--- config.mk ---
export PLATFORM = sky130hd
export DESIGN_NAME = smi_bringup
export DESIGN_NICKNAME = d
export VERILOG_FILES = /design/src/rtl/smi_pkg.sv /design/src/rtl/smi_us_timer.sv /design/src/rtl/smi_bus_port.sv /design/src/rtl/smi_seq.sv /design/src/rtl/smi_bringup.sv
export SDC_FILE = /design/constraint.sdc
export NUM_CORES = 1
export LEC_CHECK = 0
export BUFFER_PORTS_ARGS = -buffer_cell sky130_fd_sc_hd__buf_4
export CAP_MARGIN = 30
export CORE_MARGIN = 1
export CORE_UTILIZATION = 30
export DETAILED_ROUTE_END_ITERATION = 12
export GPL_ROUTABILITY_DRIVEN = 0
export RECOVER_POWER = 50
export SETUP_SLACK_MARGIN = 0.05
export SYNTH_ARGS = -nofsm -noshare
export SYNTH_HDL_FRONTEND = slang
export SYNTH_SLANG_ARGS = --single-unit
--- constraint.sdc ---
create_clock -name clk -period 2.5 [get_ports clk]
set_input_delay 0.125 -clock clk [delete_from_list [all_inputs] [get_ports clk]]
set_output_delay 0.125 -clock clk [all_outputs]
set_load 0.01 [all_outputs]
--- src/rtl/smi_pkg.sv ---
package smi_pkg;

    localparam int ADDR_W = 16;
    localparam int DATA_W = 32;

    localparam logic [ADDR_W-1:0] OFS_ACCESS = 16'h0000;
    localparam logic [ADDR_W-1:0] OFS_INTEN  = 16'h0008;
    localparam logic [ADDR_W-1:0] OFS_CAPS   = 16'h0014;
    localparam logic [ADDR_W-1:0] OFS_DEVID  = 16'h0F00;
    localparam logic [ADDR_W-1:0] OFS_DEVREV = 16'h0F04;

    localparam int ACC_VALID_BIT  = 7;
    localparam int ACC_ACTIVE_BIT = 5;
    localparam logic [7:0] ACC_REQ_USE = 8'h02;

    localparam logic [DATA_W-1:0] CAPS_MUST    = 32'h0000_0015;
    localparam logic [DATA_W-1:0] CAPS_ANY_OF  = 32'h0000_0030;
    localparam logic [DATA_W-1:0] INTEN_SET    = 32'h0000_0087;
    localparam logic [DATA_W-1:0] INTEN_CLEAR  = 32'h8000_0000;

    typedef enum logic [3:0] {
        ST_VPOLL, ST_VWAIT, ST_CAP, ST_IE_RD, ST_IE_WR,
        ST_LOC_CHK, ST_LOC_REQ, ST_LOC_POLL, ST_ID, ST_REV,
        ST_DONE, ST_FAIL
    } seq_state_e;

    typedef enum logic [1:0] {
        ERR_NONE      = 2'd0,
        ERR_NOT_VALID = 2'd1,
        ERR_ABSENT    = 2'd2,
        ERR_REFUSED   = 2'd3
    } err_e;

    typedef struct packed {
        logic              write;
        logic              size;
        logic [ADDR_W-1:0] addr;
        logic [DATA_W-1:0] wdata;
    } bus_cmd_t;

endpackage

--- src/rtl/smi_us_timer.sv ---
module smi_us_timer #(
    parameter int CLK_MHZ = 100,
    parameter int US_W    = 21
) (
    input  logic            clk,
    input  logic            rst_n,
    input  logic            load,
    input  logic [US_W-1:0] load_us,
    output logic            expired
);
    localparam int CYC_W = (CLK_MHZ > 1) ? $clog2(CLK_MHZ) : 1;
    localparam logic [CYC_W-1:0] CYC_LAST = CYC_W'(CLK_MHZ - 1);

    typedef struct packed {
        logic [CYC_W-1:0] cyc;
        logic [US_W-1:0]  us;
    } tmr_t;

    tmr_t d, q;

    always_comb begin
        d = q;
        if (load) begin
            d.cyc = '0;
            d.us  = load_us;
        end else if (q.us != '0) begin
            if (q.cyc == CYC_LAST) begin
                d.cyc = '0;
                d.us  = q.us - 1'b1;
            end else begin
                d.cyc = q.cyc + 1'b1;
            end
        end
    end

    always_ff @(posedge clk) begin
        if (!rst_n) q <= '0;
        else        q <= d;
    end

    assign expired = (q.us == '0);

endmodule

--- src/rtl/smi_bus_port.sv ---
module smi_bus_port
    import smi_pkg::*;
(
    input  logic              clk,
    input  logic              rst_n,
    input  logic              go,
    input  bus_cmd_t          cmd,
    input  logic              bus_ready,
    input  logic [DATA_W-1:0] bus_rdata,
    output logic              req_valid,
    output bus_cmd_t          req_cmd,
    output logic              xfer_done,
    output logic [DATA_W-1:0] xfer_rdata
);
    typedef struct packed {
        logic              valid;
        bus_cmd_t          cmd;
        logic              done;
        logic [DATA_W-1:0] rdata;
    } port_t;

    port_t d, q;

    always_comb begin
        d      = q;
        d.done = 1'b0;
        if (q.valid) begin
            if (bus_ready) begin
                d.valid = 1'b0;
                d.done  = 1'b1;
                d.rdata = bus_rdata;
            end
        end else if (go) begin
            d.valid = 1'b1;
            d.cmd   = cmd;
        end
    end

    always_ff @(posedge clk) begin
        if (!rst_n) q <= '0;
        else        q <= d;
    end

    assign req_valid  = q.valid;
    assign req_cmd    = q.cmd;
    assign xfer_done  = q.done;
    assign xfer_rdata = q.rdata;

endmodule

--- src/rtl/smi_seq.sv ---
module smi_seq
    import smi_pkg::*;
#(
    parameter int POLL_LIMIT     = 10000,
    parameter int POLL_GAP_US    = 10,
    parameter int LOC_TIMEOUT_US = 2000000,
    parameter int US_W           = 21
) (
    input  logic              clk,
    input  logic              rst_n,
    input  logic              xfer_done,
    input  logic [DATA_W-1:0] xfer_rdata,
    input  logic              tmr_expired,
    output logic              go,
    output bus_cmd_t          cmd,
    output logic              tmr_load,
    output logic [US_W-1:0]   tmr_load_us,
    output logic              init_done,
    output logic              init_error,
    output logic [1:0]        err_code,
    output logic [DATA_W-1:0] dev_id,
    output logic [7:0]        dev_rev
);
    localparam int TRY_W = $clog2(POLL_LIMIT + 1);
    localparam logic [TRY_W-1:0] TRY_LAST = TRY_W'(POLL_LIMIT - 1);

    typedef struct packed {
        seq_state_e        state;
        logic              pend;
        logic [TRY_W-1:0]  tries;
        logic [DATA_W-1:0] ie;
        err_e              err;
        logic [DATA_W-1:0] id;
        logic [7:0]        rev;
    } seq_t;

    seq_t d, q;

    function automatic bus_cmd_t mk(input logic wr, input logic sz,
                                    input logic [ADDR_W-1:0] a,
                                    input logic [DATA_W-1:0] wd);
        bus_cmd_t c;
        c.write = wr;
        c.size  = sz;
        c.addr  = a;
        c.wdata = wd;
        return c;
    endfunction

    function automatic logic held(input logic [DATA_W-1:0] r);
        return r[ACC_VALID_BIT] && r[ACC_ACTIVE_BIT];
    endfunction

    function automatic logic caps_ok(input logic [DATA_W-1:0] r);
        return ((r & CAPS_MUST) == CAPS_MUST) && ((r & CAPS_ANY_OF) != '0);
    endfunction

    logic issue;
    logic fin;

    always_comb begin
        d           = q;
        cmd         = '0;
        tmr_load    = 1'b0;
        tmr_load_us = '0;
        issue       = 1'b0;
        fin         = q.pend && xfer_done;

        case (q.state)
            ST_VPOLL: begin
                cmd   = mk(1'b0, 1'b0, OFS_ACCESS, '0);
                issue = 1'b1;
                if (fin) begin
                    if (xfer_rdata[ACC_VALID_BIT]) begin
                        d.state = ST_CAP;
                    end else if (q.tries == TRY_LAST) begin
                        d.state = ST_FAIL;
                        d.err   = ERR_NOT_VALID;
                    end else begin
                        d.tries     = q.tries + 1'b1;
                        tmr_load    = 1'b1;
                        tmr_load_us = US_W'(POLL_GAP_US);
                        d.state     = ST_VWAIT;
                    end
                end
            end
            ST_VWAIT: begin
                if (tmr_expired) d.state = ST_VPOLL;
            end
            ST_CAP: begin
                cmd   = mk(1'b0, 1'b1, OFS_CAPS, '0);
                issue = 1'b1;
                if (fin) begin
                    if (xfer_rdata == '1) begin
                        d.state = ST_FAIL;
                        d.err   = ERR_ABSENT;
                    end else if (!caps_ok(xfer_rdata)) begin
                        d.state = ST_FAIL;
                        d.err   = ERR_REFUSED;
                    end else begin
                        d.state = ST_IE_RD;
                    end
                end
            end
            ST_IE_RD: begin
                cmd   = mk(1'b0, 1'b1, OFS_INTEN, '0);
                issue = 1'b1;
                if (fin) begin
                    d.ie    = xfer_rdata;
                    d.state = ST_IE_WR;
                end
            end
            ST_IE_WR: begin
                cmd   = mk(1'b1, 1'b1, OFS_INTEN, (q.ie | INTEN_SET) & ~INTEN_CLEAR);
                issue = 1'b1;
                if (fin) d.state = ST_LOC_CHK;
            end
            ST_LOC_CHK: begin
                cmd   = mk(1'b0, 1'b0, OFS_ACCESS, '0);
                issue = 1'b1;
                if (fin) d.state = held(xfer_rdata) ? ST_ID : ST_LOC_REQ;
            end
            ST_LOC_REQ: begin
                cmd   = mk(1'b1, 1'b0, OFS_ACCESS, DATA_W'(ACC_REQ_USE));
                issue = 1'b1;
                if (fin) begin
                    tmr_load    = 1'b1;
                    tmr_load_us = US_W'(LOC_TIMEOUT_US);
                    d.state     = ST_LOC_POLL;
                end
            end
            ST_LOC_POLL: begin
                cmd   = mk(1'b0, 1'b0, OFS_ACCESS, '0);
                issue = 1'b1;
                if (fin) begin
                    if (held(xfer_rdata)) begin
                        d.state = ST_ID;
                    end else if (tmr_expired) begin
                        d.state = ST_FAIL;
                        d.err   = ERR_REFUSED;
                    end
                end
            end
            ST_ID: begin
                cmd   = mk(1'b0, 1'b1, OFS_DEVID, '0);
                issue = 1'b1;
                if (fin) begin
                    d.id    = xfer_rdata;
                    d.state = ST_REV;
                end
            end
            ST_REV: begin
                cmd   = mk(1'b0, 1'b0, OFS_DEVREV, '0);
                issue = 1'b1;
                if (fin) begin
                    d.rev   = xfer_rdata[7:0];
                    d.state = ST_DONE;
                end
            end
            default: ;
        endcase

        go = issue && !q.pend;
        if (go)  d.pend = 1'b1;
        if (fin) d.pend = 1'b0;
    end

    always_ff @(posedge clk) begin
        if (!rst_n) begin
            q       <= '0;
            q.state <= ST_VPOLL;
            q.err   <= ERR_NONE;
        end else begin
            q <= d;
        end
    end

    assign init_done  = (q.state == ST_DONE);
    assign init_error = (q.state == ST_FAIL);
    assign err_code   = q.err;
    assign dev_id     = q.id;
    assign dev_rev    = q.rev;

endmodule

--- src/rtl/smi_bringup.sv ---
module smi_bringup
    import smi_pkg::*;
#(
    parameter int CLK_MHZ        = 100,
    parameter int POLL_LIMIT     = 10000,
    parameter int POLL_GAP_US    = 10,
    parameter int LOC_TIMEOUT_US = 2000000
) (
    input  logic        clk,
    input  logic        rst_n,
    output logic        req_valid,
    output logic [15:0] req_addr,
    output logic        req_write,
    output logic        req_size,
    output logic [31:0] req_wdata,
    input  logic        bus_ready,
    input  logic [31:0] bus_rdata,
    output logic        init_done,
    output logic        init_error,
    output logic [1:0]  err_code,
    output logic [31:0] dev_id,
    output logic [7:0]  dev_rev
);
    localparam int MAX_US = (LOC_TIMEOUT_US > POLL_GAP_US) ? LOC_TIMEOUT_US : POLL_GAP_US;
    localparam int US_W   = $clog2(MAX_US + 1);

    logic              go;
    bus_cmd_t          cmd;
    bus_cmd_t          req_cmd;
    logic              xfer_done;
    logic [DATA_W-1:0] xfer_rdata;
    logic              tmr_load;
    logic [US_W-1:0]   tmr_load_us;
    logic              tmr_expired;

    smi_bus_port u_port (
        .clk        (clk),
        .rst_n      (rst_n),
        .go         (go),
        .cmd        (cmd),
        .bus_ready  (bus_ready),
        .bus_rdata  (bus_rdata),
        .req_valid  (req_valid),
        .req_cmd    (req_cmd),
        .xfer_done  (xfer_done),
        .xfer_rdata (xfer_rdata)
    );

    smi_us_timer #(
        .CLK_MHZ (CLK_MHZ),
        .US_W    (US_W)
    ) u_tmr (
        .clk     (clk),
        .rst_n   (rst_n),
        .load    (tmr_load),
        .load_us (tmr_load_us),
        .expired (tmr_expired)
    );

    smi_seq #(
        .POLL_LIMIT     (POLL_LIMIT),
        .POLL_GAP_US    (POLL_GAP_US),
        .LOC_TIMEOUT_US (LOC_TIMEOUT_US),
        .US_W           (US_W)
    ) u_seq (
        .clk         (clk),
        .rst_n       (rst_n),
        .xfer_done   (xfer_done),
        .xfer_rdata  (xfer_rdata),
        .tmr_expired (tmr_expired),
        .go          (go),
        .cmd         (cmd),
        .tmr_load    (tmr_load),
        .tmr_load_us (tmr_load_us),
        .init_done   (init_done),
        .init_error  (init_error),
        .err_code    (err_code),
        .dev_id      (dev_id),
        .dev_rev     (dev_rev)
    );

    assign req_addr  = req_cmd.addr;
    assign req_write = req_cmd.write;
    assign req_size  = req_cmd.size;
    assign req_wdata = req_cmd.wdata;

endmodule

==> results of run 1 <==
## cell families after synthesis
logic type,synth area share
xor+xnor,0.0143
buf+inv,0.0933
other cells,0.000473
fa+ha+maj,0.00631
flops,0.464
simple gates,0.215
compound gates,0.185
mux,0.0214
## worst reg2reg max path: stages, from the launching register on
cell,delay (ps)
sky130_fd_sc_hd__dfxtp_1,340
sky130_fd_sc_hd__or4_1,550
sky130_fd_sc_hd__or4_4,540
sky130_fd_sc_hd__a2111oi_4,360
sky130_fd_sc_hd__nor2_2,90
sky130_fd_sc_hd__o311a_1,350
## worst max-delay path by stage
stage                               endpoint  slack (ps)
floorplan           u_seq.q[92]$_SDFFE_PN0P_          50
global placement    u_seq.q[92]$_SDFFE_PN0P_         160
detailed placement  u_seq.q[92]$_SDFFE_PN0P_         150
CTS                 u_seq.q[92]$_SDFFE_PN0P_         130
global route        u_seq.q[90]$_SDFFE_PN0P_          50
finish              u_seq.q[92]$_SDFFE_PN0P_         150
## power groups by stage
| stage | sequential, uW | combinational [uW] | clock, uW |
|---|---|---|---|
| CTS | 3170 | 1580 | 2700 |
| global route | 3200 | 1720 | 2820 |
| detailed placement | 3240 | 1530 | 0 |
| floorplan | 3210 | 1070 | 0 |
| finish | 3180 | 1560 | 2640 |
| global placement | 3240 | 1520 | 0 |
## flip-flops by register name, summed over array words and instances, names as in the netlist
| signal | cells |
|---|---|
| u_seq.dev_rev | 8 |
| u_seq.dev_id | 32 |
| u_seq.q | 46 |
| u_port.req_valid | 1 |
| u_seq.err_code | 2 |
| u_port.xfer_rdata | 32 |
| u_port.req_cmd | 34 |
| u_tmr.q | 28 |
| u_port.xfer_done | 1 |
## layer usage
layer  wire, um  global-route usage  up-vias
li1           -                   -     3409
met1       9750               0.210     3269
met2       9800               0.244      155
met3       1020              0.0352       18
met4        273              0.0534        0
met5          0                   0        -
## final cells by class
type	instances	area share
Multi-Input combinational cell	622	0.376
Clock inverter	14	0.0146
Sequential cell	184	0.387
Clock buffer	18	0.0451
Tap cell	335	0.0441
Timing Repair Buffer	195	0.129
Inverter	10	0.00408
## synth_stat cells, types with 10 or more instances
library cell and count:
sky130_fd_sc_hd__nand3_1 26, sky130_fd_sc_hd__nand2_1 157, sky130_fd_sc_hd__a21oi_1 94, sky130_fd_sc_hd__or3_1 14, sky130_fd_sc_hd__clkbuf_1 47, sky130_fd_sc_hd__nand4_1 13
sky130_fd_sc_hd__dfxtp_1 184, sky130_fd_sc_hd__a22oi_1 27, sky130_fd_sc_hd__o21ai_0 21, sky130_fd_sc_hd__nand2b_1 12, sky130_fd_sc_hd__nor3_1 10, sky130_fd_sc_hd__a22o_1 32
sky130_fd_sc_hd__inv_1 10, sky130_fd_sc_hd__or4_1 11, sky130_fd_sc_hd__nor4_1 13, sky130_fd_sc_hd__nor2_1 64, sky130_fd_sc_hd__mux2i_1 17, sky130_fd_sc_hd__buf_4 58
## through the flow
stage / instance area (um2) / worst slack, ps / utilization
after detailed placement: 8940 / 151 / 0.344
after floorplan: 7970 / 52.7 / -
after CTS: 9840 / 134 / 0.379
after global routing: 9510 / 48.6 / 0.366
after global placement: 8940 / 158 / 0.344
final: 9510 / 145 / 0.366
## timing repair
item | CTS | global route
setup endpoints to repair | 0 | 4
hold buffers | 33 | 0
endpoints found under the hold margin | 34 | 0
resized for setup | 0 | 2
==> flow_summary.html, run 1 <==
<table>
<tr><th>Metric</th><th>Value</th></tr>
<tr><th colspan="2">Status</th></tr>
<tr><td>Status</td><td>completed</td></tr>
<tr><th colspan="2">Placed design</th></tr>
<tr><td>Input/output buffers</td><td>119</td></tr>
<tr><td>HPWL Detailed</td><td>14.3 mm</td></tr>
<tr><td>Cell total after placement</td><td>1313</td></tr>
<tr><th colspan="2">CTS</th></tr>
<tr><td>Clock Pin Slew Worst Setup and Hold Paths</td><td>70 ps</td></tr>
<tr><td>Clock Path Buffers</td><td>2</td></tr>
<tr><td>Worst skew pair latency</td><td>440 ps</td></tr>
<tr><td>Number of buffers created by CTS</td><td>17</td></tr>
<tr><td>CTS sink count</td><td>184</td></tr>
<tr><td>Number of levels in the clock H-tree</td><td>4</td></tr>
<tr><td>CTS tree</td><td>built</td></tr>
<tr><td>Library cell used as clock root buffer</td><td>sky130_fd_sc_hd__clkbuf_16</td></tr>
<tr><td>Post-CTS setup-driven buffer insertion count</td><td>0</td></tr>
<tr><th colspan="2">Flow run</th></tr>
<tr><td>Number of max-cap violations</td><td>0</td></tr>
<tr><th colspan="2">Power</th></tr>
<tr><td>Proportion of power drawn by combinational gates</td><td>0.211</td></tr>
<tr><td>VDD IR-drop max</td><td>0.415 mV</td></tr>
<tr><td>Power density over cell area</td><td>775 nW/um2</td></tr>
<tr><td>Internal cell power</td><td>5040 uW</td></tr>
<tr><td>Clock share of power</td><td>0.358</td></tr>
<tr><td>Fraction of power spent switching nets</td><td>0.316</td></tr>
<tr><td>Static Leak</td><td>0.00343 uW</td></tr>
<tr><td>Power spent charging and discharging nets</td><td>2330 uW</td></tr>
<tr><td>Register share of total power</td><td>0.431</td></tr>
<tr><td>Overall power after layout</td><td>7370 uW</td></tr>
<tr><th colspan="2">Layout</th></tr>
<tr><td>Ratio of cells with drive above 1 in the final layout</td><td>0.126</td></tr>
<tr><td>Number of antenna diodes</td><td>0</td></tr>
<tr><td>Commonest non-fill, non-tap cells in the layout</td><td>184 x sky130_fd_sc_hd__dfxtp_1, 157 x sky130_fd_sc_hd__nand2_1, 93 x sky130_fd_sc_hd__a21oi_1</td></tr>
<tr><td>Count of placed standard cells in the final layout, fillers left out</td><td>1378</td></tr>
<tr><td>Commonest non-fill, non-tap cell in the layout</td><td>sky130_fd_sc_hd__dfxtp_1</td></tr>
<tr><td>Sequential cell area</td><td>3680 um2</td></tr>
<tr><td>Area of combinational cells with multiple inputs</td><td>3570 um2</td></tr>
<tr><td>Number of nets in the finished design</td><td>1069</td></tr>
<tr><td>Number of fill cells in the layout</td><td>2738</td></tr>
<tr><td>Area added between synthesis and finish</td><td>19.8%</td></tr>
<tr><th colspan="2">Setup path</th></tr>
<tr><td>Launching element type of the critical path</td><td>register</td></tr>
<tr><td>Data arrival time of the critical path</td><td>2680 ps</td></tr>
<tr><td>FF-to-FF End</td><td>u_seq.q[92]$_SDFFE_PN0P_</td></tr>
<tr><td>Worst path slowest cell</td><td>sky130_fd_sc_hd__or4_1</td></tr>
<tr><td>Critical Path Sink Type</td><td>register</td></tr>
<tr><td>Depth of the critical timing path with buffers and inverters included</td><td>5</td></tr>
<tr><td>Largest incremental delay on the critical path</td><td>550 ps</td></tr>
<tr><td>Critical path buffer and inverter count</td><td>0</td></tr>
<tr><td>WS Path Type</td><td>reg -&gt; reg</td></tr>
<tr><td>Worst setup path startpoint</td><td>u_tmr.q[16]$_SDFFE_PN0P_</td></tr>
<tr><td>Register-to-Register Setup Slack</td><td>150 ps</td></tr>
<tr><td>Top fanout value on the critical path</td><td>5</td></tr>
<tr><td>Worst R2R Path Depth</td><td>5</td></tr>
<tr><td>Required time of the critical path</td><td>2830 ps</td></tr>
<tr><td>Crit-path cells</td><td>or4_1 -&gt; or4_4 -&gt; a2111oi_4 -&gt; nor2_2 -&gt; o311a_1</td></tr>
<tr><td>Kind of cell adding the most delay to the critical path</td><td>simple AND/OR/NAND/NOR gates</td></tr>
<tr><td>Launch instance of the worst register-to-register path</td><td>u_tmr.q[16]$_SDFFE_PN0P_</td></tr>
<tr><th colspan="2">STA</th></tr>
<tr><td>WHS</td><td>45.3 ps</td></tr>
<tr><td>Worst slew slack as a fraction of its limit</td><td>0.384</td></tr>
<tr><td>Fin Clk Skew</td><td>12.4 ps</td></tr>
<tr><td>Max-slew violation count</td><td>0</td></tr>
<tr><td>Time the worst path needs with I/O delays and setup</td><td>2350 ps</td></tr>
<tr><td>Number of failing hold endpoints at the final stage</td><td>0</td></tr>
<tr><td>Total Negative Setup Slacks</td><td>0 ps</td></tr>
<tr><td>Unrepaired setup endpoints after global routing</td><td>true</td></tr>
<tr><td>Maximum clock frequency</td><td>425 MHz</td></tr>
<tr><td>Transition time of the tightest slew-check pin</td><td>924 ps</td></tr>
<tr><td>Setup-violating endpoint count in the final report</td><td>0</td></tr>
<tr><td>Part of the cycle the worst path needs</td><td>0.942</td></tr>
<tr><th colspan="2">Global route</th></tr>
<tr><td>First-pass GRT wire length</td><td>33.3 mm</td></tr>
<tr><td>Antenna violations before repair</td><td>0</td></tr>
<tr><td>Via count of the first global-routing pass</td><td>6282</td></tr>
<tr><td>Gr usage total</td><td>0.156</td></tr>
<tr><td>Congestion Overflow GR</td><td>0</td></tr>
<tr><td>Maximum number of pins on one net before global-route repair</td><td>86</td></tr>
<tr><th colspan="2">Floorplanning</th></tr>
<tr><td>Total Die Area</td><td>27100 um2</td></tr>
<tr><td>Floorplan row count</td><td>59</td></tr>
<tr><td>Die span in x</td><td>165 um</td></tr>
<tr><td>Overall die height</td><td>165 um</td></tr>
<tr><td>Io pins</td><td>130</td></tr>
<tr><td>Area of the placeable core</td><td>26000 um2</td></tr>
<tr><td>Initial core utilization</td><td>0.305</td></tr>
<tr><th colspan="2">Synthesis</th></tr>
<tr><td>Yosys warning total</td><td>0</td></tr>
<tr><td>Syn avg cell area</td><td>8.58 um2</td></tr>
<tr><td>Dominant register cell in the synthesized netlist</td><td>sky130_fd_sc_hd__dfxtp_1</td></tr>
<tr><td>Number of distinct library cell variants in the gate-level netlist after synthesis</td><td>61</td></tr>
<tr><td>Number of enable flip-flop cells after synthesis</td><td>0</td></tr>
<tr><td>Sequential-to-total area share from yosys stat</td><td>0.464</td></tr>
<tr><td>Post-synthesis instance total</td><td>925</td></tr>
<tr><td>Top-area cell type share of the netlist area</td><td>0.464</td></tr>
<tr><td>Combined area of all synthesized cells</td><td>7940 um2</td></tr>
<tr><td>Cell taking the most area after synthesis</td><td>sky130_fd_sc_hd__dfxtp_1</td></tr>
<tr><td>Synth Register Bits</td><td>184</td></tr>
<tr><td>Synth async-reset ratio</td><td>0</td></tr>
<tr><td>Cells taking the most area after synthesis</td><td>sky130_fd_sc_hd__dfxtp_1 46%, sky130_fd_sc_hd__nand2_1 7.4%, sky130_fd_sc_hd__a21oi_1 5.9%, sky130_fd_sc_hd__buf_4 5.5%, sky130_fd_sc_hd__a22o_1 3.5%</td></tr>
<tr><th colspan="2">Routing</th></tr>
<tr><td>DRC errors left</td><td>0</td></tr>
<tr><td>First-pass iteration count of the detailed router</td><td>7</td></tr>
<tr><td>Residual antenna-violating net count after detailed routing</td><td>0</td></tr>
<tr><td>Final Routed Wirelength</td><td>20.8 mm</td></tr>
<tr><td>Wire per inst</td><td>15.1 um</td></tr>
<tr><td>DRT iter0 DRCs</td><td>397</td></tr>
<tr><td>Post-DR vias/cell</td><td>4.97</td></tr>
<tr><td>Overall via count from detail_route</td><td>6851</td></tr>
<tr><th colspan="2">Worst hold path</th></tr>
<tr><td>Path type of the worst min-delay path</td><td>in -&gt; reg</td></tr>
<tr><td>Worst Hold Endpoint</td><td>u_seq.q[88]$_SDFFE_PP0P_</td></tr>
<tr><td>Hold Path Depth</td><td>2</td></tr>
<tr><td>Worst Hold Launch</td><td>rst_n</td></tr>
</table>
(Power assumes the default switching activity.)
==> run 2, diff against run 1 <==
Settings changed: CORE_UTILIZATION 30 to 51, PLACE_DENSITY from default to 0.76.
==> run 2 against run 1 <==
Compared with the run above: combinational power shrank 3%; register-to-register slack lost 70 ps; maximum frequency shrank 2.9%; critical path type unchanged; sequential share of layout area up 0.71 points; setup slack got worse by 70 ps; global-route usage is 9.5 points higher; via count grew 1.1%; design area fell by 1.8%.
==> flow_summary.html, run 2 (synthesis results as in run 1) <==
<table>
<tr><th>Metric</th><th>Value</th></tr>
<tr><th colspan="2">STA</th></tr>
<tr><td>Total Negative Setup Slacks</td><td>0 ps (unchanged)</td></tr>
<tr><td>Fin Clk Skew</td><td>10.0 ps (was 12.4 ps)</td></tr>
<tr><td>Transition time of the tightest slew-check pin</td><td>1040 ps (was 924 ps)</td></tr>
<tr><td>Max-slew violation count</td><td>0 (unchanged)</td></tr>
<tr><td>Time the worst path needs with I/O delays and setup</td><td>2420 ps (was 2350 ps)</td></tr>
<tr><td>Setup-violating endpoint count in the final report</td><td>0 (unchanged)</td></tr>
<tr><td>Unrepaired setup endpoints after global routing</td><td>true (unchanged)</td></tr>
<tr><td>Worst setup margin</td><td>75.2 ps (was 145 ps)</td></tr>
<tr><td>Number of failing hold endpoints at the final stage</td><td>0 (unchanged)</td></tr>
<tr><td>Maximum clock frequency</td><td>412 MHz (was 425 MHz)</td></tr>
<tr><td>Part of the cycle the worst path needs</td><td>0.970 (was 0.942)</td></tr>
<tr><td>Worst slew slack as a fraction of its limit</td><td>0.309 (was 0.384)</td></tr>
<tr><th colspan="2">CTS</th></tr>
<tr><td>CTS tree</td><td>built (unchanged)</td></tr>
<tr><td>Number of levels in the clock H-tree</td><td>4 (unchanged)</td></tr>
<tr><td>CTS sink count</td><td>184 (unchanged)</td></tr>
<tr><td>Worst skew pair latency</td><td>440 ps (about the same)</td></tr>
<tr><td>Library cell used as clock root buffer</td><td>sky130_fd_sc_hd__clkbuf_16 (unchanged)</td></tr>
<tr><td>Clock Pin Slew Worst Setup and Hold Paths</td><td>70 ps (about the same)</td></tr>
<tr><td>Number of buffers created by CTS</td><td>17 (unchanged)</td></tr>
<tr><td>Clock Path Buffers</td><td>2 (unchanged)</td></tr>
<tr><th colspan="2">Setup path</th></tr>
<tr><td>Register-to-Register Setup Slack</td><td>80 ps (was 150 ps)</td></tr>
<tr><td>WS Path Type</td><td>reg -&gt; reg (unchanged)</td></tr>
<tr><td>Launching element type of the critical path</td><td>register (unchanged)</td></tr>
<tr><td>FF-to-FF End</td><td>u_seq.q[92]$_SDFFE_PN0P_ (unchanged)</td></tr>
<tr><td>Worst R2R Path Depth</td><td>5 (unchanged)</td></tr>
<tr><td>Crit-path cells</td><td>or4_1 -&gt; or4_4 -&gt; a2111oi_4 -&gt; nor2_2 -&gt; o311a_1 (unchanged)</td></tr>
<tr><td>Required time of the critical path</td><td>2820 ps (was 2830 ps)</td></tr>
<tr><td>Largest incremental delay on the critical path</td><td>580 ps (was 550 ps)</td></tr>
<tr><td>Kind of cell adding the most delay to the critical path</td><td>simple AND/OR/NAND/NOR gates (unchanged)</td></tr>
<tr><td>Critical path buffer and inverter count</td><td>0 (unchanged)</td></tr>
<tr><td>Data arrival time of the critical path</td><td>2740 ps (was 2680 ps)</td></tr>
<tr><td>Worst path slowest cell</td><td>sky130_fd_sc_hd__or4_4 (was sky130_fd_sc_hd__or4_1)</td></tr>
<tr><td>Critical Path Sink Type</td><td>register (unchanged)</td></tr>
<tr><td>Launch instance of the worst register-to-register path</td><td>u_tmr.q[16]$_SDFFE_PN0P_ (unchanged)</td></tr>
<tr><td>Top fanout value on the critical path</td><td>8 (was 5)</td></tr>
<tr><th colspan="2">Floorplanning</th></tr>
<tr><td>Floorplan row count</td><td>45 (was 59)</td></tr>
<tr><td>Total Die Area</td><td>16100 um2 (was 27100 um2)</td></tr>
<tr><td>Area of the placeable core</td><td>15200 um2 (was 26000 um2)</td></tr>
<tr><td>Die span in x</td><td>127 um (was 165 um)</td></tr>
<tr><td>Io pins</td><td>130 (unchanged)</td></tr>
<tr><td>Initial core utilization</td><td>0.522 (was 0.305)</td></tr>
<tr><td>Overall die height</td><td>127 um (was 165 um)</td></tr>
<tr><th colspan="2">Power</th></tr>
<tr><td>VDD IR-drop max</td><td>0.582 mV (was 0.415 mV)</td></tr>
<tr><td>Power density over cell area</td><td>787 nW/um2 (was 775 nW/um2)</td></tr>
<tr><td>Static Leak</td><td>0.00343 uW (about the same)</td></tr>
<tr><th colspan="2">Placed design</th></tr>
<tr><td>Input/output buffers</td><td>119 (unchanged)</td></tr>
<tr><td>Cell Area, Placed</td><td>8730 um2 (was 8940 um2)</td></tr>
<tr><td>Post-Place Worst Slack</td><td>88.0 ps (was 151 ps)</td></tr>
<tr><td>Cell total after placement</td><td>1159 (was 1313)</td></tr>
<tr><td>HPWL Detailed</td><td>12.7 mm (was 14.3 mm)</td></tr>
<tr><th colspan="2">Global route</th></tr>
<tr><td>First-pass GRT wire length</td><td>31.9 mm (was 33.3 mm)</td></tr>
<tr><td>Antenna violations before repair</td><td>0 (unchanged)</td></tr>
<tr><td>Congestion Overflow GR</td><td>0 (unchanged)</td></tr>
<tr><td>Via count of the first global-routing pass</td><td>6367 (was 6282)</td></tr>
<tr><td>Gr usage total</td><td>0.251 (was 0.156)</td></tr>
<tr><td>Maximum number of pins on one net before global-route repair</td><td>67 (was 86)</td></tr>
<tr><th colspan="2">Routing</th></tr>
<tr><td>Post-DR vias/cell</td><td>5.64 (was 4.97)</td></tr>
<tr><td>Wire per inst</td><td>16.0 um (was 15.1 um)</td></tr>
<tr><td>Residual antenna-violating net count after detailed routing</td><td>0 (unchanged)</td></tr>
<tr><td>DRC errors left</td><td>0 (unchanged)</td></tr>
<tr><td>Final Routed Wirelength</td><td>19.7 mm (was 20.8 mm)</td></tr>
<tr><td>First-pass iteration count of the detailed router</td><td>5 (was 7)</td></tr>
<tr><td>DRT iter0 DRCs</td><td>607 (was 397)</td></tr>
<tr><td>Overall via count from detail_route</td><td>6925 (was 6851)</td></tr>
<tr><th colspan="2">Status</th></tr>
<tr><td>Status</td><td>completed (unchanged)</td></tr>
<tr><th colspan="2">Layout</th></tr>
<tr><td>Number of antenna diodes</td><td>0 (unchanged)</td></tr>
<tr><td>Number of nets in the finished design</td><td>1065 (was 1069)</td></tr>
<tr><td>Commonest non-fill, non-tap cell in the layout</td><td>sky130_fd_sc_hd__dfxtp_1 (unchanged)</td></tr>
<tr><td>Reg with most FFs</td><td>u_seq.q (unchanged)</td></tr>
<tr><td>Sequential cell area</td><td>3680 um2 (unchanged)</td></tr>
<tr><td>Area added between synthesis and finish</td><td>17.7% (was 19.8%)</td></tr>
<tr><td>Area of combinational cells with multiple inputs</td><td>3570 um2 (about the same)</td></tr>
<tr><td>Number of fill cells in the layout</td><td>1314 (was 2738)</td></tr>
<tr><td>Ratio of cells with drive above 1 in the final layout</td><td>0.123 (was 0.126)</td></tr>
<tr><td>Count of placed standard cells in the final layout, fillers left out</td><td>1227 (was 1378)</td></tr>
<tr><td>Max FFs per register</td><td>46 (unchanged)</td></tr>
<tr><td>Post-layout instance area</td><td>9340 um2 (was 9510 um2)</td></tr>
<tr><td>Commonest non-fill, non-tap cells in the layout</td><td>184 x sky130_fd_sc_hd__dfxtp_1, 156 x sky130_fd_sc_hd__nand2_1, 93 x sky130_fd_sc_hd__a21oi_1 (was 184 x sky130_fd_sc_hd__dfxtp_1, 157 x sky130_fd_sc_hd__nand2_1, 93 x sky130_fd_sc_hd__a21oi_1)</td></tr>
<tr><th colspan="2">Worst hold path</th></tr>
<tr><td>Worst Hold Launch</td><td>rst_n (unchanged)</td></tr>
<tr><td>Path type of the worst min-delay path</td><td>in -&gt; reg (unchanged)</td></tr>
<tr><td>Worst Hold Endpoint</td><td>u_seq.q[88]$_SDFFE_PP0P_ (unchanged)</td></tr>
<tr><td>Hold Path Depth</td><td>2 (unchanged)</td></tr>
<tr><th colspan="2">Flow run</th></tr>
<tr><td>Number of max-cap violations</td><td>0 (unchanged)</td></tr>
</table>
==> run 2: timing repair <==
action,4_1_cts,5_1_grt
hold buffers,32,0
buffers inserted,0,4
setup endpoints to repair,0,15
hold endpoints to repair,32,0
gates resized for setup,0,4
==> run 2: power breakdown <==
part	total, uW	internal, uW	leakage (uW)	switching (uW)
logic	1520	575	0.00166	940
clock network	2650	1430	0.000286	1210
registers	3180	3050	0.00149	130
==> run 2: layout make-up <==
class,count,area share
Clock buffer,19,0.0474
Timing Repair Buffer,191,0.132
Inverter,10,0.00415
Sequential cell,184,0.394
Tap cell,188,0.0252
Multi-Input combinational cell,622,0.382
Clock inverter,13,0.0146
==> run 2: per-layer routing <==
| layer | track usage | vias up | share of wire | wire (um) |
|---|---|---|---|---|
| li1 | - | 3393 | - | - |
| met1 | 0.315 | 3257 | 0.45 | 8750 |
| met2 | 0.414 | 238 | 0.47 | 9200 |
| met3 | 0.0759 | 37 | 0.065 | 1280 |
| met4 | 0.0819 | 0 | 0.021 | 418 |
| met5 | 0 | - | 0 | 0 |
==> run 2: worst max path at each step <==
stage / startpoint / endpoint / slack [ps] / cells past startpoint
after detailed placement: u_tmr.q[11]$_SDFFE_PN0P_ / u_seq.q[92]$_SDFFE_PN0P_ / 90 / 5
after CTS: u_tmr.q[11]$_SDFFE_PN0P_ / u_seq.q[92]$_SDFFE_PN0P_ / 60 / 5
after global routing: u_tmr.q[16]$_SDFFE_PN0P_ / u_seq.q[92]$_SDFFE_PN0P_ / 1 / 5
after global placement: u_tmr.q[14]$_SDFFE_PN0P_ / u_seq.q[92]$_SDFFE_PN0P_ / 110 / 5
final: u_tmr.q[16]$_SDFFE_PN0P_ / u_seq.q[92]$_SDFFE_PN0P_ / 80 / 5
after floorplan: u_tmr.q[14]$_SDFFE_PN0P_ / u_seq.q[92]$_SDFFE_PN0P_ / 50 / 7
==> run 2: worst register-to-register path, stage by stage (launching register included) <==
cell                        delay, ps
sky130_fd_sc_hd__dfxtp_1          340
sky130_fd_sc_hd__or4_1            550
sky130_fd_sc_hd__or4_4            580
sky130_fd_sc_hd__a2111oi_4        380
sky130_fd_sc_hd__nor2_2           100
sky130_fd_sc_hd__o311a_1          360
==> run 2: metrics by stage <==
stage / hold slack (ps) / utilization / total power [uW]
after floorplan: 251 / - / 4280
after global placement: 335 / 0.574 / 4700
after detailed placement: 337 / 0.574 / 4720
after CTS: 33.1 / 0.633 / 7380
after global routing: 35.2 / 0.614 / 7670
final: 45.0 / 0.614 / 7350
==> run 3, diff against run 2 <==
Settings changed: CELL_PAD_IN_SITES_DETAIL_PLACEMENT from default to 0, CELL_PAD_IN_SITES_GLOBAL_PLACEMENT from default to 1, CORE_UTILIZATION 51 to 38, PLACE_DENSITY 0.76 to default, PLACE_DENSITY_LB_ADDON from default to 0.1.
==> run 3 against run 2 <==
Compared with the run above: first-iteration DRC count is 48% lower; sequential share of layout area is 0.62 points lower; critical path depth stayed put; sequential power hardly changed; final cell count is 7.0% higher; critical path type unchanged; critical endpoint unchanged; largest cell class unchanged.
==> flow_summary.html, run 3 (synthesis results as in run 1) <==
<table>
<tr><th>Metric</th><th>Value</th></tr>
<tr><th colspan="2">Setup path</th></tr>
<tr><td>Most frequent CP cell</td><td>sky130_fd_sc_hd__or4_4</td></tr>
<tr><td>Kind of cell adding the most delay to the critical path</td><td>simple AND/OR/NAND/NOR gates (unchanged)</td></tr>
<tr><td>Launch instance of the worst register-to-register path</td><td>u_tmr.q[11]$_SDFFE_PN0P_ (was u_tmr.q[16]$_SDFFE_PN0P_)</td></tr>
<tr><td>Worst setup path startpoint</td><td>u_tmr.q[11]$_SDFFE_PN0P_ (was u_tmr.q[16]$_SDFFE_PN0P_)</td></tr>
<tr><td>Required time of the critical path</td><td>2820 ps (about the same)</td></tr>
<tr><td>Data arrival time of the critical path</td><td>2700 ps (was 2740 ps)</td></tr>
<tr><td>Crit-path cells</td><td>or4_4 -&gt; or4_4 -&gt; a2111oi_4 -&gt; nor2_2 -&gt; o311a_1 (was or4_1 -&gt; or4_4 -&gt; a2111oi_4 -&gt; nor2_2 -&gt; o311a_1)</td></tr>
<tr><td>Top fanout value on the critical path</td><td>7 (was 8)</td></tr>
<tr><td>Largest incremental delay on the critical path</td><td>570 ps (was 580 ps)</td></tr>
<tr><td>Critical path buffer and inverter count</td><td>0 (unchanged)</td></tr>
<tr><td>WS Path Type</td><td>reg -&gt; reg (unchanged)</td></tr>
<tr><td>Critical Path Sink Type</td><td>register (unchanged)</td></tr>
<tr><td>Worst path slowest cell</td><td>sky130_fd_sc_hd__or4_4 (unchanged)</td></tr>
<tr><td>Launching element type of the critical path</td><td>register (unchanged)</td></tr>
<tr><th colspan="2">Power</th></tr>
<tr><td>Power density over cell area</td><td>784 nW/um2 (was 787 nW/um2)</td></tr>
<tr><td>Static Leak</td><td>0.00345 uW (was 0.00343 uW)</td></tr>
<tr><td>VDD IR-drop max</td><td>0.485 mV (was 0.582 mV)</td></tr>
<tr><th colspan="2">Layout</th></tr>
<tr><td>Count of placed standard cells in the final layout, fillers left out</td><td>1313 (was 1227)</td></tr>
<tr><td>Commonest non-fill, non-tap cells in the layout</td><td>184 x sky130_fd_sc_hd__dfxtp_1, 157 x sky130_fd_sc_hd__nand2_1, 93 x sky130_fd_sc_hd__a21oi_1 (was 184 x sky130_fd_sc_hd__dfxtp_1, 156 x sky130_fd_sc_hd__nand2_1, 93 x sky130_fd_sc_hd__a21oi_1)</td></tr>
<tr><td>Number of nets in the finished design</td><td>1070 (was 1065)</td></tr>
<tr><td>Number of antenna diodes</td><td>0 (unchanged)</td></tr>
<tr><td>Ratio of cells with drive above 1 in the final layout</td><td>0.126 (was 0.123)</td></tr>
<tr><td>Area added between synthesis and finish</td><td>19.5% (was 17.7%)</td></tr>
<tr><td>Max FFs per register</td><td>46 (unchanged)</td></tr>
<tr><td>Reg with most FFs</td><td>u_seq.q (unchanged)</td></tr>
<tr><td>Commonest non-fill, non-tap cell in the layout</td><td>sky130_fd_sc_hd__dfxtp_1 (unchanged)</td></tr>
<tr><td>Fraction of the core area covered by cells at the end of the flow</td><td>0.466 (was 0.614)</td></tr>
<tr><th colspan="2">Routing</th></tr>
<tr><td>Wire per inst</td><td>16.2 um (was 16.0 um)</td></tr>
<tr><td>Post-DR vias/cell</td><td>5.17 (was 5.64)</td></tr>
<tr><td>Overall via count from detail_route</td><td>6792 (was 6925)</td></tr>
<tr><td>DRT iter0 DRCs</td><td>315 (was 607)</td></tr>
<tr><td>Residual antenna-violating net count after detailed routing</td><td>0 (unchanged)</td></tr>
<tr><td>Final Routed Wirelength</td><td>21.3 mm (was 19.7 mm)</td></tr>
<tr><td>DRC errors left</td><td>0 (unchanged)</td></tr>
<tr><td>First-pass iteration count of the detailed router</td><td>4 (was 5)</td></tr>
<tr><th colspan="2">STA</th></tr>
<tr><td>Max-slew violation count</td><td>0 (unchanged)</td></tr>
<tr><td>Number of failing hold endpoints at the final stage</td><td>0 (unchanged)</td></tr>
<tr><td>Time the worst path needs with I/O delays and setup</td><td>2390 ps (was 2420 ps)</td></tr>
<tr><td>Worst slew slack as a fraction of its limit</td><td>0.179 (was 0.309)</td></tr>
<tr><td>Setup-violating endpoint count in the final report</td><td>0 (unchanged)</td></tr>
<tr><td>Worst setup margin</td><td>113 ps (was 75.2 ps)</td></tr>
<tr><td>Fin Clk Skew</td><td>11.3 ps (was 10.0 ps)</td></tr>
<tr><td>Total Negative Setup Slacks</td><td>0 ps (unchanged)</td></tr>
<tr><td>WHS</td><td>56.8 ps (was 45.0 ps)</td></tr>
<tr><td>Unrepaired setup endpoints after global routing</td><td>true (unchanged)</td></tr>
<tr><td>Part of the cycle the worst path needs</td><td>0.955 (was 0.970)</td></tr>
<tr><td>Transition time of the tightest slew-check pin</td><td>1230 ps (was 1040 ps)</td></tr>
<tr><td>Maximum clock frequency</td><td>419 MHz (was 412 MHz)</td></tr>
<tr><th colspan="2">Worst hold path</th></tr>
<tr><td>Path type of the worst min-delay path</td><td>in -&gt; reg (unchanged)</td></tr>
<tr><td>Worst Hold Launch</td><td>rst_n (unchanged)</td></tr>
<tr><th colspan="2">Global route</th></tr>
<tr><td>First-pass GRT wire length</td><td>34.2 mm (was 31.9 mm)</td></tr>
<tr><td>Antenna violations before repair</td><td>0 (unchanged)</td></tr>
<tr><td>Via count of the first global-routing pass</td><td>6277 (was 6367)</td></tr>
<tr><td>Congestion Overflow GR</td><td>0 (unchanged)</td></tr>
<tr><td>Gr usage total</td><td>0.202 (was 0.251)</td></tr>
<tr><td>Maximum number of pins on one net before global-route repair</td><td>119 (was 67)</td></tr>
<tr><th colspan="2">CTS</th></tr>
<tr><td>Number of buffers created by CTS</td><td>17 (unchanged)</td></tr>
<tr><td>CTS tree</td><td>built (unchanged)</td></tr>
<tr><td>Clock Pin Slew Worst Setup and Hold Paths</td><td>70 ps (about the same)</td></tr>
<tr><td>Worst skew pair latency</td><td>430 ps (was 440 ps)</td></tr>
<tr><td>CTS sink count</td><td>184 (unchanged)</td></tr>
<tr><td>Number of levels in the clock H-tree</td><td>4 (unchanged)</td></tr>
<tr><td>Clock Path Buffers</td><td>2 (unchanged)</td></tr>
<tr><td>Library cell used as clock root buffer</td><td>sky130_fd_sc_hd__clkbuf_16 (unchanged)</td></tr>
<tr><th colspan="2">Status</th></tr>
<tr><td>Status</td><td>completed (unchanged)</td></tr>
<tr><th colspan="2">Floorplanning</th></tr>
<tr><td>Die span in x</td><td>147 um (was 127 um)</td></tr>
<tr><td>Io pins</td><td>130 (unchanged)</td></tr>
<tr><td>Area of the placeable core</td><td>20400 um2 (was 15200 um2)</td></tr>
<tr><td>Overall die height</td><td>147 um (was 127 um)</td></tr>
<tr><td>Floorplan row count</td><td>52 (was 45)</td></tr>
<tr><td>Total Die Area</td><td>21500 um2 (was 16100 um2)</td></tr>
<tr><td>Initial core utilization</td><td>0.390 (was 0.522)</td></tr>
<tr><th colspan="2">Flow run</th></tr>
<tr><td>Number of max-cap violations</td><td>0 (unchanged)</td></tr>
<tr><th colspan="2">Placed design</th></tr>
<tr><td>Input/output buffers</td><td>119 (unchanged)</td></tr>
<tr><td>Post-Place Worst Slack</td><td>63.1 ps (was 88.0 ps)</td></tr>
<tr><td>HPWL Detailed</td><td>14.3 mm (was 12.7 mm)</td></tr>
<tr><td>Cell total after placement</td><td>1248 (was 1159)</td></tr>
</table>
-- run 3: metal layers --
| layer | up-vias | routed length, um | GRT usage |
|---|---|---|---|
| li1 | 3407 | - | - |
| met1 | 3217 | 10400 | 0.282 |
| met2 | 156 | 9560 | 0.311 |
| met3 | 12 | 1170 | 0.0491 |
| met4 | 0 | 134 | 0.0469 |
| met5 | - | 0 | 0 |
-- run 3: worst paths after layout --
check                                   to  slack (ps)  depth (start not counted)
min reg2reg  u_seq.dev_id[18]$_SDFFE_PN0P_         450                          2
max reg2reg       u_seq.q[92]$_SDFFE_PN0P_         110                          5
max               u_seq.q[92]$_SDFFE_PN0P_         110                          5
min               u_seq.q[88]$_SDFFE_PP0P_          60                          2
-- run 3: cell type report --
type	count	area [um2]
fillers	2180	10900
flip-flops and latches	184	3680
multi-input cells	622	3570
repair buffers	196	1270
clock buffers	17	425
well taps	270	338
clock inverters	14	156
inverters	10	38.8
-- run 3: timing repair --
item,in CTS,in global routing
hold buffers,32,0
setup endpoints to repair,1,16
gates cloned,0,0
pin swaps,1,1
buffers inserted,0,2
gates resized for setup,0,4
hold endpoints to repair,32,0
-- run 3: metrics by stage --
stage	area, um2	power, uW
finish	9490	7430
global route	9490	7820
CTS	9800	7530
detailed placement	8890	4820
global placement	8890	4830
floorplan	7970	4280
-- run 3: power by group --
part / internal [uW] / switching [uW]
Sequential: 3050 / 128
Clock: 1340 / 1320
Combinational: 609 / 989
